### src/rtl/i2c_cond_pkg.sv
// Package: shared widths and the control register layout for the
// start/stop condition detector.
package i2c_cond_pkg;
    parameter int WIN_W = 5;

    // Kind of condition held while its hold window is counted
    typedef enum logic {
        EV_START = 1'b0,
        EV_STOP  = 1'b1
    } cond_kind_e;

    // Decoded control register contents
    typedef struct packed {
        logic             sel_sda;
        logic             pol_rise;
        logic [WIN_W-1:0] win;
    } cond_ctrl_t;
endpackage

### src/rtl/cond_sync.sv
// Module: cond_sync
// Brings WIDTH asynchronous wire levels into the clock domain through
// STAGES flops each. Assumes the wires idle high, so reset loads ones.
module cond_sync #(
    parameter int WIDTH  = 2,
    parameter int STAGES = 2
) (
    input  logic             clk,
    input  logic             rst_n,
    input  logic [WIDTH-1:0] d_in,
    output logic [WIDTH-1:0] d_out
);
    genvar g;
    generate
        for (g = 0; g < WIDTH; g++) begin : g_bit
            logic [STAGES-1:0] chain;
            // shift the wire level through the synchronizer chain
            always_ff @(posedge clk) begin
                if (!rst_n) chain <= '1;
                else        chain <= {chain[STAGES-2:0], d_in[g]};
            end
            assign d_out[g] = chain[STAGES-1];
        end
    endgenerate
endmodule

### src/rtl/cond_qualifier.sv
// Module: cond_qualifier
// Qualifies SDA transitions under a high SCL against a setup and a hold
// window of `win` ticks and tracks the bus-busy state. Assumes win is
// even and non-zero (the register stage refuses other values).
module cond_qualifier
    import i2c_cond_pkg::*;
#(
    parameter int CW = WIN_W
) (
    input  logic          clk,
    input  logic          rst_n,
    input  logic          tick_en,
    input  logic          scl_s,
    input  logic          sda_s,
    input  logic [CW-1:0] win,
    output logic          start_det,
    output logic          stop_det,
    output logic          bus_busy
);
    localparam logic [CW-1:0] CNT_MAX = '1;

    logic          sda_d;
    logic [CW-1:0] hi_cnt;
    logic [CW-1:0] hold_cnt;
    logic          armed;
    cond_kind_e    kind;
    logic          sda_fall, sda_rise;
    logic [CW:0]   hold_next;

    assign sda_fall  = sda_d & ~sda_s;
    assign sda_rise  = ~sda_d & sda_s;
    assign hold_next = {1'b0, hold_cnt} + 1'b1;

    // remember the previous synchronized SDA level for edge detection
    always_ff @(posedge clk) begin
        if (!rst_n) sda_d <= 1'b1;
        else        sda_d <= sda_s;
    end

    // count ticks of continuous SCL high time, saturating
    always_ff @(posedge clk) begin
        if (!rst_n)                          hi_cnt <= '0;
        else if (!scl_s)                     hi_cnt <= '0;
        else if (tick_en && hi_cnt != CNT_MAX) hi_cnt <= hi_cnt + 1'b1;
    end

    // arm on a qualified SDA edge, then count the hold window
    always_ff @(posedge clk) begin
        if (!rst_n) begin
            armed     <= 1'b0;
            kind      <= EV_START;
            hold_cnt  <= '0;
            start_det <= 1'b0;
            stop_det  <= 1'b0;
        end else begin
            start_det <= 1'b0;
            stop_det  <= 1'b0;
            if (!armed) begin
                if (scl_s && (sda_fall || sda_rise) && hi_cnt >= win) begin
                    armed    <= 1'b1;
                    kind     <= sda_rise ? EV_STOP : EV_START;
                    hold_cnt <= '0;
                end
            end else if (!scl_s || (sda_s != (kind == EV_STOP))) begin
                armed <= 1'b0;
            end else if (tick_en) begin
                if (hold_next >= {1'b0, win}) begin
                    armed <= 1'b0;
                    if (kind == EV_STOP) stop_det  <= 1'b1;
                    else                 start_det <= 1'b1;
                end else begin
                    hold_cnt <= hold_next[CW-1:0];
                end
            end
        end
    end

    // bus busy from START until STOP
    always_ff @(posedge clk) begin
        if (!rst_n)         bus_busy <= 1'b0;
        else if (start_det) bus_busy <= 1'b1;
        else if (stop_det)  bus_busy <= 1'b0;
    end
endmodule

### src/rtl/cond_edge_irq.sv
// Module: cond_edge_irq
// Sticky interrupt on a chosen edge of SCL or SDA. The watched level is
// formed after pin and polarity selection, so reconfiguration can itself
// produce an edge; software clears the request afterwards.
module cond_edge_irq (
    input  logic clk,
    input  logic rst_n,
    input  logic en,
    input  logic scl_s,
    input  logic sda_s,
    input  logic sel_sda,
    input  logic pol_rise,
    input  logic clr,
    output logic irq_req
);
    logic lvl, lvl_d;

    assign lvl = en & ((sel_sda ? sda_s : scl_s) ~^ pol_rise);

    // track previous watched level and hold the request until cleared
    always_ff @(posedge clk) begin
        if (!rst_n) begin
            lvl_d   <= 1'b0;
            irq_req <= 1'b0;
        end else begin
            lvl_d <= lvl;
            if (lvl && !lvl_d) irq_req <= 1'b1;
            else if (clr)      irq_req <= 1'b0;
        end
    end
endmodule

### src/rtl/i2c_cond_detector.sv
// Module: i2c_cond_detector (top)
// Control register with illegal-window refusal, wire synchronizer,
// start/stop qualifier and edge interrupt source. Assumes tick_en is
// the divided system clock enable.
module i2c_cond_detector
    import i2c_cond_pkg::*;
#(
    parameter int             SYNC_STAGES = 2,
    parameter logic [WIN_W-1:0] RST_WIN   = 6
) (
    input  logic       clk,
    input  logic       rst_n,
    input  logic       tick_en,
    input  logic       iface_en,
    input  logic       scl_in,
    input  logic       sda_in,
    input  logic       reg_wr,
    input  logic [7:0] reg_wdata,
    input  logic       irq_clr,
    output logic       start_det,
    output logic       stop_det,
    output logic       bus_busy,
    output logic       irq_req,
    output logic       cfg_reject
);
    cond_ctrl_t       ctrl;
    logic [1:0]       wires_s;
    logic [WIN_W-1:0] new_win;
    logic             win_bad;

    assign new_win = reg_wdata[WIN_W-1:0];
    assign win_bad = (new_win == '0) || new_win[0];

    // control register; an illegal window is refused and flagged
    always_ff @(posedge clk) begin
        if (!rst_n) begin
            ctrl       <= '{sel_sda: 1'b0, pol_rise: 1'b0, win: RST_WIN};
            cfg_reject <= 1'b0;
        end else if (reg_wr) begin
            ctrl.pol_rise <= reg_wdata[5];
            ctrl.sel_sda  <= reg_wdata[6];
            cfg_reject    <= win_bad;
            if (!win_bad) ctrl.win <= new_win;
        end
    end

    cond_sync #(.WIDTH(2), .STAGES(SYNC_STAGES)) u_sync (
        .clk   (clk),
        .rst_n (rst_n),
        .d_in  ({sda_in, scl_in}),
        .d_out (wires_s)
    );

    cond_qualifier #(.CW(WIN_W)) u_qual (
        .clk       (clk),
        .rst_n     (rst_n),
        .tick_en   (tick_en),
        .scl_s     (wires_s[0]),
        .sda_s     (wires_s[1]),
        .win       (ctrl.win),
        .start_det (start_det),
        .stop_det  (stop_det),
        .bus_busy  (bus_busy)
    );

    cond_edge_irq u_irq (
        .clk      (clk),
        .rst_n    (rst_n),
        .en       (iface_en),
        .scl_s    (wires_s[0]),
        .sda_s    (wires_s[1]),
        .sel_sda  (ctrl.sel_sda),
        .pol_rise (ctrl.pol_rise),
        .clr      (irq_clr),
        .irq_req  (irq_req)
    );
endmodule

### config.mk
export PLATFORM = sky130hd
export DESIGN_NAME = i2c_cond_detector
export DESIGN_NICKNAME = d
export VERILOG_FILES = /design/src/rtl/i2c_cond_pkg.sv /design/src/rtl/cond_sync.sv /design/src/rtl/cond_qualifier.sv /design/src/rtl/cond_edge_irq.sv /design/src/rtl/i2c_cond_detector.sv
export SDC_FILE = /design/constraint.sdc
export NUM_CORES = 1
export LEC_CHECK = 0
export BUFFER_PORTS_ARGS = -buffer_cell sky130_fd_sc_hd__buf_2
export CORE_UTILIZATION = 50
export CTS_CLUSTER_DIAMETER = 80
export DETAILED_ROUTE_END_ITERATION = 16
export GPL_TIMING_DRIVEN = 0
export HOLD_SLACK_MARGIN = 0.02
export PLACE_DENSITY = 0.71
export REMOVE_ABC_BUFFERS = 1
export SLEW_MARGIN = 0
export SYNTH_ARGS = -nofsm -noshare
export SYNTH_HDL_FRONTEND = slang
export SYNTH_SLANG_ARGS = --single-unit
### constraint.sdc
create_clock -name clk -period 1.8 [get_ports clk]
set_input_delay 0.36 -clock clk [delete_from_list [all_inputs] [get_ports clk]]
set_output_delay 0.36 -clock clk [all_outputs]
set_load 0.005 [all_outputs]
==> results.md <==
- GR Util met3: 7.21%
- Clock-pin transition on the worst setup and hold timing paths: 0.09 ns
- ANT nets after route: 0
- Fin. max-slew vios: 0
- Mapped Cells: 153
- Leakage Power: 0.000830 µW
- Die area: 3140 µm²
- Layout cell share with drive strength beyond 1: 31.3%
- Synth cell types: 32
- Switch share: 21.3%
- P&R area growth vs syn: 24.9%
- Seq/Total Area, Yosys: 41.2%
- Area contributors post-synth: dfxtp_1 (41%), ha_1 (12%), mux2i_1 (6.9%)
- Initial Util: 52.9%
- Count leader, synth: dfxtp_1
- Top cell type's share of synthesized area: 41.2%
- Clock Power Share: 40.3%
- Crit Path Class: reg2reg
- RSZ-0062 raised after global routing: true
- VDD IR-drop max: 0.583 mV
- Power Dens Cells: 738 nW/µm²
- Yosys top cell by area: dfxtp_1
- Final worst slack: -0.180 ns
- Congestion Overflow GR: 0
- Die width: 56.0 µm
- Period Utilization, post-route: 110%
- Endpoints failing setup: 8
- Vias in the first global route: 1142
- Layout Skew: 0.00826 ns
- Yosys reg bits: 30
- Status: complete, but fails checks
- Slowest cell on the critical path: dfxtp_2
- Seq pwr share: 51.9%
- Post-layout net count: 212
- Max Fclk: 0.505 GHz
- HP Class: in2reg
- Power, Total: 1340 µW
- Dpl cell area: 1580 µm²
- Hold Vio Cnt, Final: 0
- IO Count: 21
- Max Cap Viol: 0
- Asr flop ratio synth: 0%
- EDFF count, synth: 0
- Combinational share of power: 7.8%
- Via count: 1112
- Synth Cell Area: 1460 µm²
- GPL Wtd Cong: 0.679
- Critical path data arrival time: 2.25 ns
- DRC: 0
- Post-layout util: 66.1%
- Initial antenna violation count: 0
- First-pass GRT wire length: 4730 µm
- Finished Layout Cells: 213
- Pint: 1060 µW
- Drt pass-1 iters: 4
- CORE AREA: 2760 µm²
- Predominant post-synthesis flop cell: dfxtp_1
- Root Driver: clkbuf_4
- 1st-iter DRT viols: 50
- Post-layout min period: 1.98 ns
- Clock H-tree levels: 2
- Slowest cell delay on critical path: 0.36 ns
- CP Launch Type: flop
- Worst Tran Pin Value: 0.553 ns
- Switching power: 286 µW
- Die height: 56.0 µm
- CP Capture Type: flop
- All-Layer GR Usage: 19.5%
- Wire per inst: 12.9 µm
- TritonCTS Buffers: 5
- Vias per cell: 5.22
- Post-route cell area: 1820 µm²
- Core Rows: 19
- CTS tree: built
- DPL Wire Length: 1840 µm
- Synth top cells by count: dfxtp_1 (30), nand2_1 (16), ha_1 (14)
- Total Wirelength: 2740 µm
- GR met1 Demand/Resource: 21.6%
- CP bufs+invs: 1
- Relative slew slack: 62.7%
- Worst EP required: 2.07 ns
- Largest net degree at the start of global routing: 31
- Grt met2 use: 32.3%
- CP cell instances: ha_4 -> nand3_4 -> xnor2_2 -> ha_1 -> a21oi_2 -> o211ai_2 -> buf_4 -> a21bo_4 -> a21boi_2
- Mean Syn Cell Area: 9.54 µm²
- Cell family with most CP delay: compound AO/OA/AOI/OAI gates
- Placed cells: 199
- Most used routing layer: met2
- Input/output buffers: 19
- CTS sink cnt: 30
- Diodes inserted: 0
- Post-place setup slack: -0.422 ns
- Failing checks: setup timing
- CP max FO: 2
- Insertion delay to the later sink of the worst-skew pair: 0.33 ns
- YS warnings: 0
- Maximum clock path buffer count: 2
sequential cells by signal, summed over array words and instances, names as in the netlist:
| register | count |
|---|---|
| cfg_reject | 1 |
| ctrl | 7 |
| u_qual.sda_d | 1 |
| u_qual.armed | 1 |
| u_qual.hi_cnt | 5 |
| u_qual.hold_cnt | 5 |
| u_irq.lvl_d | 1 |
| u_qual.start_det | 1 |
| u_sync.g_bit.chain | 4 |
| u_qual.bus_busy | 1 |
| u_irq.irq_req | 1 |
| u_qual.stop_det | 1 |
| u_qual.kind | 1 |
final cells by class:
| cell class | count | area (µm²) |
|---|---|---|
| flip-flops and latches | 30 | 607 |
| repair buffers | 26 | 148 |
| clock inverters | 1 | 30.0 |
| multi-input cells | 109 | 910 |
| inverters | 10 | 37.5 |
| fillers | 213 | 936 |
| well taps | 31 | 38.8 |
| clock buffers | 6 | 51.3 |
through the flow:
step	setup TNS (ns)	hold WS (ns)
finish	-1.21	0.213
global route	-1.93	0.193
CTS	-0.950	0.203
detailed placement	-2.68	0.400
global placement	-2.03	0.390
floorplan	-0.679	0.386
worst register-to-register path: cells and delay by family (launching register included):
family,cells,cell delay [ns]
AO/OA/AOI/OAI,4,0.68
adder cells (fa/ha/maj),2,0.49
flip-flops,1,0.36
buffers and inverters,1,0.17
XOR/XNOR,1,0.15
AND/OR/NAND/NOR,1,0.09
power by group through the flow:
| stage | Sequential (µW) | Combinational (µW) | Clock [µW] |
|---|---|---|---|
| after global placement | 712 | 91.8 | 0 |
| after detailed placement | 713 | 96.5 | 0 |
| after CTS | 697 | 101 | 557 |
| after global routing | 701 | 119 | 584 |
| after floorplan | 710 | 56.0 | 0 |
| final | 698 | 105 | 542 |
worst paths after layout:
kind                                       start                             endpoint  slack, ns  cells after the start
max              u_qual.hold_cnt[0]$_SDFFE_PN0P_              u_qual.armed$_SDFF_PN0_      -0.18                      9
min                                       sda_in  u_sync.g_bit[1].chain[0]$_SDFF_PN1_       0.21                      2
max reg2reg      u_qual.hold_cnt[0]$_SDFFE_PN0P_              u_qual.armed$_SDFF_PN0_      -0.18                      9
min reg2reg  u_sync.g_bit[1].chain[0]$_SDFF_PN1_  u_sync.g_bit[1].chain[1]$_SDFF_PN1_       0.42                      1
what timing repair did:
action / in CTS / in global routing
endpoints found under the setup margin: 10 / 9
buffers inserted: 6 / 1
gates resized for setup: 12 / 13
hold buffers: 0 / 0
pin swaps: 7 / 4
layout by cell type (no fill, tap or decap), types with 5 or more instances in the layout:
cell      synthesis  layout
nand3_1          10       8
clkbuf_4          0       5
dfxtp_1          30      25
buf_4             0       7
inv_1            10      10
nand2b_1          5       5
nor2_1           10      10
nor2b_1           7       6
nand2_1          16      16
dfxtp_2           0       5
ha_1             14      12
buf_2             0      19
mux2i_1          10      10
per-layer routing:
metal / vias up / wire, µm
met1: 504 / 1210
met4: 0 / 67
met2: 21 / 1340
met3: 10 / 119
met5: - / 0
li1: 577 / -
cells by family after synthesis:
logic type | Yosys count | synth area share, %
flip-flops | 30 | 41.2
multiplexers | 10 | 6.86
AND/OR/NAND/NOR | 58 | 20.5
AO/OA/AOI/OAI | 19 | 11.1
adder cells (fa/ha/maj) | 14 | 12.0
XOR/XNOR | 8 | 4.80
buffers and inverters | 14 | 3.60
No activity file was read; power rests on OpenSTA's default activity.
